## config.mk

```make
export PLATFORM = sky130hd
export DESIGN_NAME = addr_learn_filter
export DESIGN_NICKNAME = d
export VERILOG_FILES = /design/src/rtl/alf_pkg.sv /design/src/rtl/alf_match.sv /design/src/rtl/alf_victim.sv /design/src/rtl/addr_learn_filter.sv
export SDC_FILE = /design/constraint.sdc
export NUM_CORES = 2
export LEC_CHECK = 0
export BUFFER_PORTS_ARGS = -buffer_cell sky130_fd_sc_hd__buf_2
export CAP_MARGIN = 20
export CELL_PAD_IN_SITES_DETAIL_PLACEMENT = 1
export CELL_PAD_IN_SITES_GLOBAL_PLACEMENT = 1
export CORE_MARGIN = 3
export CORE_UTILIZATION = 55
export CTS_CLUSTER_SIZE = 10
export DETAILED_ROUTE_END_ITERATION = 10
export HOLD_SLACK_MARGIN = 0.15
export PLACE_DENSITY_LB_ADDON = 0.05
export SLEW_MARGIN = 30
export SYNTH_ARGS = -nofsm -noshare
export SYNTH_HDL_FRONTEND = slang
export SYNTH_SLANG_ARGS = --single-unit
```

## constraint.sdc

```tcl
create_clock -name clk -period 95.2 [get_ports clk]
set_input_delay 23.8 -clock clk [delete_from_list [all_inputs] [get_ports clk]]
set_output_delay 23.8 -clock clk [all_outputs]
set_load 0.01 [all_outputs]
```

## src/rtl/alf_pkg.sv

```systemverilog
package alf_pkg;
    localparam int MAC_W     = 48;
    localparam int GROUP_BIT = MAC_W - 8;

    typedef logic [MAC_W-1:0] mac_t;

    // group (broadcast/multicast) flag sits in the LSB of the top byte
    function automatic logic is_group(input mac_t a);
        return a[GROUP_BIT];
    endfunction
endpackage

```

## src/rtl/alf_match.sv

```systemverilog
module alf_match
    import alf_pkg::*;
#(
    parameter int ENTRIES = 16,
    parameter int IDX_W   = 4
) (
    input  logic [ENTRIES-1:0]            valid_i,
    input  logic [ENTRIES-1:0][MAC_W-1:0] tab_i,
    input  mac_t                          key_i,
    output logic                          hit_o,
    output logic [IDX_W-1:0]              idx_o
);
    logic [ENTRIES-1:0] hit_vec;

    for (genvar g = 0; g < ENTRIES; g++) begin : g_cmp
        assign hit_vec[g] = valid_i[g] && (tab_i[g] == key_i);
    end

    always_comb begin
        hit_o = |hit_vec;
        idx_o = '0;
        for (int i = ENTRIES - 1; i >= 0; i--) begin
            if (hit_vec[i]) idx_o = IDX_W'(i);
        end
    end
endmodule

```

## src/rtl/alf_victim.sv

```systemverilog
module alf_victim #(
    parameter int ENTRIES = 16,
    parameter int AGE_W   = 8,
    parameter int IDX_W   = 4
) (
    input  logic [ENTRIES-1:0]            valid_i,
    input  logic [ENTRIES-1:0][AGE_W-1:0] age_i,
    output logic [IDX_W-1:0]              idx_o
);
    logic              have_free;
    logic [IDX_W-1:0]  free_idx;
    logic [IDX_W-1:0]  old_idx;
    logic [AGE_W-1:0]  old_age;

    always_comb begin
        have_free = 1'b0;
        free_idx  = '0;
        for (int i = 0; i < ENTRIES; i++) begin
            if (!valid_i[i] && !have_free) begin
                have_free = 1'b1;
                free_idx  = IDX_W'(i);
            end
        end
        // strict compare keeps the lowest index on equal ages
        old_idx = '0;
        old_age = age_i[0];
        for (int i = 1; i < ENTRIES; i++) begin
            if (age_i[i] > old_age) begin
                old_age = age_i[i];
                old_idx = IDX_W'(i);
            end
        end
        idx_o = have_free ? free_idx : old_idx;
    end
endmodule

```

## src/rtl/addr_learn_filter.sv

```systemverilog
module addr_learn_filter
    import alf_pkg::*;
#(
    parameter int ENTRIES = 16,
    parameter int AGE_W   = 8
) (
    input  logic             clk,
    input  logic             rst_n,
    input  logic             req_i,
    input  logic [47:0]      req_src_i,
    input  logic [47:0]      req_dst_i,
    output logic             ack_o,
    input  logic             age_tick_i,
    input  logic [AGE_W-1:0] age_limit_i,
    output logic             rsp_valid_o,
    output logic             rsp_fwd_o
);
    localparam int IDX_W = (ENTRIES > 1) ? $clog2(ENTRIES) : 1;

    typedef struct packed {
        logic [ENTRIES-1:0]            valid;
        logic [ENTRIES-1:0][MAC_W-1:0] addr;
        logic [ENTRIES-1:0][AGE_W-1:0] age;
        logic                          rsp_valid;
        logic                          rsp_fwd;
    } state_t;

    state_t st_q, st_d;

    logic             src_hit;
    logic [IDX_W-1:0] src_idx;
    logic             dst_hit;
    logic [IDX_W-1:0] unused_dst_idx;
    logic [IDX_W-1:0] vic_idx;

    alf_match #(.ENTRIES(ENTRIES), .IDX_W(IDX_W)) u_src_match (
        .valid_i (st_q.valid),
        .tab_i   (st_q.addr),
        .key_i   (req_src_i),
        .hit_o   (src_hit),
        .idx_o   (src_idx)
    );

    alf_match #(.ENTRIES(ENTRIES), .IDX_W(IDX_W)) u_dst_match (
        .valid_i (st_q.valid),
        .tab_i   (st_q.addr),
        .key_i   (req_dst_i),
        .hit_o   (dst_hit),
        .idx_o   (unused_dst_idx)
    );

    alf_victim #(.ENTRIES(ENTRIES), .AGE_W(AGE_W), .IDX_W(IDX_W)) u_victim (
        .valid_i (st_q.valid),
        .age_i   (st_q.age),
        .idx_o   (vic_idx)
    );

    assign ack_o = req_i;

    always_comb begin
        st_d = st_q;

        // verdict is taken from the table before this cycle's updates
        st_d.rsp_valid = req_i;
        st_d.rsp_fwd   = req_i && (is_group(req_dst_i) || !dst_hit);

        // aging: free entries already at the limit, advance the others
        if (age_tick_i) begin
            for (int i = 0; i < ENTRIES; i++) begin
                if (st_q.valid[i]) begin
                    if (st_q.age[i] >= age_limit_i) begin
                        st_d.valid[i] = 1'b0;
                    end else begin
                        st_d.age[i] = st_q.age[i] + 1'b1;
                    end
                end
            end
        end

        // learning wins over aging for the sender slot
        if (req_i) begin
            if (src_hit) begin
                st_d.valid[src_idx] = 1'b1;
                st_d.age[src_idx]   = '0;
            end else begin
                st_d.valid[vic_idx] = 1'b1;
                st_d.addr[vic_idx]  = req_src_i;
                st_d.age[vic_idx]   = '0;
            end
        end
    end

    always_ff @(posedge clk or negedge rst_n) begin
        if (!rst_n) begin
            st_q <= '0;
        end else begin
            st_q <= st_d;
        end
    end

    assign rsp_valid_o = st_q.rsp_valid;
    assign rsp_fwd_o   = st_q.rsp_fwd;
endmodule

```

Word level (Yosys, flattened, before mapping):

Index checks and enable logic that the tools add are counted.

* add/sub/neg operators: 16
* $lt $le $gt $ge: 35
* equality and inequality tests: 32
* multiplexer cells: 158
* bitwise gates (word level): 7
* reduce and logical (&&, ||, !) cells: 84

Operator list (count)
* equality test 48 bit: 32
* 2-to-1 mux 912 bit: 1
* bitwise mux 768 bit: 1
* 2-to-1 mux 768 bit: 1
* 2-to-1 mux 8 bit: 48
* AND 128 bit: 2
* 2-to-1 mux 128 bit: 2
* inverter 128 bit: 2
* demux 48 bit (select 4 bit): 1
* 2-to-1 mux 4 bit: 33
* adder 8 x 1 -> 8 bit, second input constant: 16
* greater-or-equal comparator 8 bit: 16
* greater-than comparator 8 bit: 15
* demux 8 bit (select 4 bit): 2
* 2-to-1 mux 1 bit: 52
* logical AND 1 bit: 50
* 2-to-1 mux 48 bit: 1
* 2-to-1 mux 16 bit: 2
* OR 16 bit: 2
* OR reduction 16 bit: 2
* logical NOT 1 bit: 30
* 2-to-1 mux 3 bit: 8
* < comparator 4 x 5 -> 1 bit, second input constant: 2
* demux 1 bit (select 4 bit): 2
* other kinds (5): 9

* register bits: 914
* bits of input ports: 108
* output and inout port bits: 3
* word-level logic and storage cells: 367

Depth between registers and ports, before layout:

* word-level depth: 54
* gate-level depth with buffers: 170
* mapped depth without buffers: 154

Cells and area by module:

From an unflattened synthesis, not the netlist that was laid out.

* cells, all modules: 5995
* area, all modules: 62979.2 µm²

Modules (own cells, without submodules)
* addr_learn_filter: times used 1, cells an instance 2831, area each 39160.1 µm², sequential area each 22871.9 µm²
* alf_match: times used 2, cells an instance 1199, area each 9203.8 µm², sequential area each 0.0 µm²
* alf_victim: times used 1, cells an instance 766, area each 5411.4 µm², sequential area each 0.0 µm²

Worst setup path after synthesis:

No wires, ideal clock.

* kind: input-to-output
* start: input port req_i
* end: output port ack_o
* data arrival time: 23.919 ns
* required time: 71.400 ns
* path slack: 47.481 ns
* stages on the path: 1
* path buffers: 1
* cells stage by stage: buf_4

RTL lines
* start: declaration: line addr_learn_filter.sv:9 `input logic req_i,`
* end: declaration: line addr_learn_filter.sv:12 `output logic ack_o,`

No word-level cell between the ends.

Worst setup path in the final report:

* start: input port req_i
* end: output port ack_o

No word-level cell between the ends.

==> metrics.cfg <==
[setup_path]
endpoint = ack_o
reg2reg_slack_ns = 60.10
cp_num_cells = 2
crit_top_cell = buf_2
start_kind = primary input
cp-startpoint = req_i
r2r-start = st_q[3]
end_kind = primary output
cpPeakStageDelay_ns = 0.21
path_delay_family = buffers and inverters
crit_arrival_ns = 24.19
worstPathRequired_ns = 71.40
worstPathMaxFanout = 9
worstSetupPathType = in2out
path_cells = buf_2 -> buf_2
crit_slowest_cell = buf_2
crit_buf_inv = 2
rr_worst_depth = 148

[die]
pin_count = 111
initial_core_util_pct = 55.5
rows = 125
fp.dieW_um = 349
die_area_sq_um = 122000
coreArea_sq_um = 117000
die_y_um = 349

[timing]
slew_violations = 0
holdWs_ns = 0.521
tightest_slew_ns = 1.17
relSlewSlack_pct = 22.2
setup_viol_count_final = 0
rsz0062_at_grt = no
fin_skew_ns = 0.0490
setup_tns_ns = 0
fin_crit_sh_pct = 50.4
timing.fmax_mhz = 20.8
hold_viol_final = 0
finalCriticalPeriod_ns = 47.99

[logic_synthesis]
synth_fp_nets = 6942
yosys.area.top_type = dfrtp_1
ys_ff_latch = 914
syn_area_sq_um = 64700
synthArstFlopShare_pct = 100
synth_edf_count = 0
ys_seq_area_share_pct = 35.4
ys_warn_count = 0
synth_top_area_share_pct = 35.4
synth.distinct_cells = 101
synthCells = 6582
ys.flop_type = dfrtp_1
syn_avg_cell_area_sq_um = 9.83
synthTopCellsByArea = dfrtp_1 (35%), mux2_2 (11%), xor2_1 (10%)

[clock_network]
cts_tree = built
cts_max_level = 3
cts_buffers = 109
clk_latency_ns = 0.76
cts_resized = 0
cts-root-buf = clkbuf_16
hold_buffers = 0
cts_sinks = 914
postCtsSetupBuffers = 0
cts_buffer_depth = 3
path_clk_slew_ns = 0.06

[route]
vias = 56900
drc = 2
vias_per_cell = 6.98
ant_nets = 0
dr.pass1.iters = 11
wl_per_cell_um = 36.5
drt_iter0_drc = 6754
wirelength_um = 298000

[cells_and_area]
drive_above_1_share_pct = 18.0
layout_commonest_cell = dfrtp_1
area_delta_synth_final_pct = 8.81
nets = 6926
final_cell_mix = dfrtp_1 (914), xor2_1 (761), xnor2_1 (729)

[placement]
hpwl_um = 197000
port_buffers = 110
gp_congestion = 1.04

[global_routing]
grt_max_degree = 167
grt_use_total_pct = 48.0
grt_pass1_vias = 58600
grt_pass1_wl_um = 420000
grt_antenna_before_repair = 19
overflow = 0

[outcome]
violations = design-rule violations
status = finished, violations left

[flow_run]
maxCapViolations = 0

[hold_path]
hp-class = reg2reg

==> cells in the mapped netlist (all sizes together) (13+ instances only) <==
master	count
dfrtp	914
xor2	761
xnor2	729
mux2	677
nand4	303
clkbuf	299
o21ai	299
nand2	261
ha	252
nor2	251
nor4	248
inv	244
a21oi	148
nand2b	141
buf	128
nand3	118
nor3	109
mux2i	90
nor2b	63
and3	54
o22ai	45
a21o	39
or2	25
a221oi	23
nor3b	23
nor4b	19
nand4b	18
o211ai	18
or4	18
a2111oi	16
and4	16
o2111ai	15
a31oi	14
or3	14
or3b	13
==> routing by layer <==
layer | wire, um | part of all wire, % | track usage (%)
met4 | 32900 | 11 | 42.4
met2 | 124000 | 42 | 70.5
met1 | 106000 | 36 | 57.1
met5 | 150 | 0.050 | 0
met3 | 34800 | 12 | 14.1
==> through the flow <==
| step | area (sq um) | util [%] | setup slack [ns] | instances |
|---|---|---|---|---|
| after CTS | 70200 | 60.3 | 47.22 | 8135 |
| final | 70400 | 60.4 | 47.21 | 8152 |
| after global routing | 70400 | 60.4 | 47.20 | 8141 |
| after floorplan | 64700 | - | 47.48 | 6582 |
| after global placement | 66900 | 57.5 | 47.23 | 7975 |
| after detailed placement | 67000 | 57.5 | 47.22 | 7975 |
==> logic make-up (layout without fill, tap and decap cells) <==
group | Yosys count | after routing | synth area share, %
AO/OA/AOI/OAI | 741 | 741 | 7.24
other | 0 | 13 | 0
buffers and inverters | 675 | 708 | 4.10
multiplexers | 767 | 767 | 13.2
AND/OR/NAND/NOR | 1739 | 1739 | 15.0
flip-flops | 914 | 914 | 35.4
adder cells (fa/ha/maj) | 256 | 256 | 4.94
XOR/XNOR | 1490 | 1490 | 20.2
==> cell type report <==
class	count	area, sq um
Multi-Input combinational cell	4993	39300
Clock inverter	15	236
Clock buffer	145	2990
Inverter	248	931
Timing Repair Buffer	300	2070
Sequential cell	914	22900
Antenna cell	13	32.5
Tap cell	1524	1910
Fill cell	12700	46100
==> worst min-delay path by stage <==
stage | cells after the start | from | end
after floorplan | 1 | flop | flop
after global placement | 1 | flop | flop
after detailed placement | 1 | flop | flop
after CTS | 1 | flop | flop
after global routing | 1 | flop | flop
final | 1 | flop | flop
Power is not shown: default switching activity piles up to over one toggle a cycle in this logic, so the estimate is an artifact.
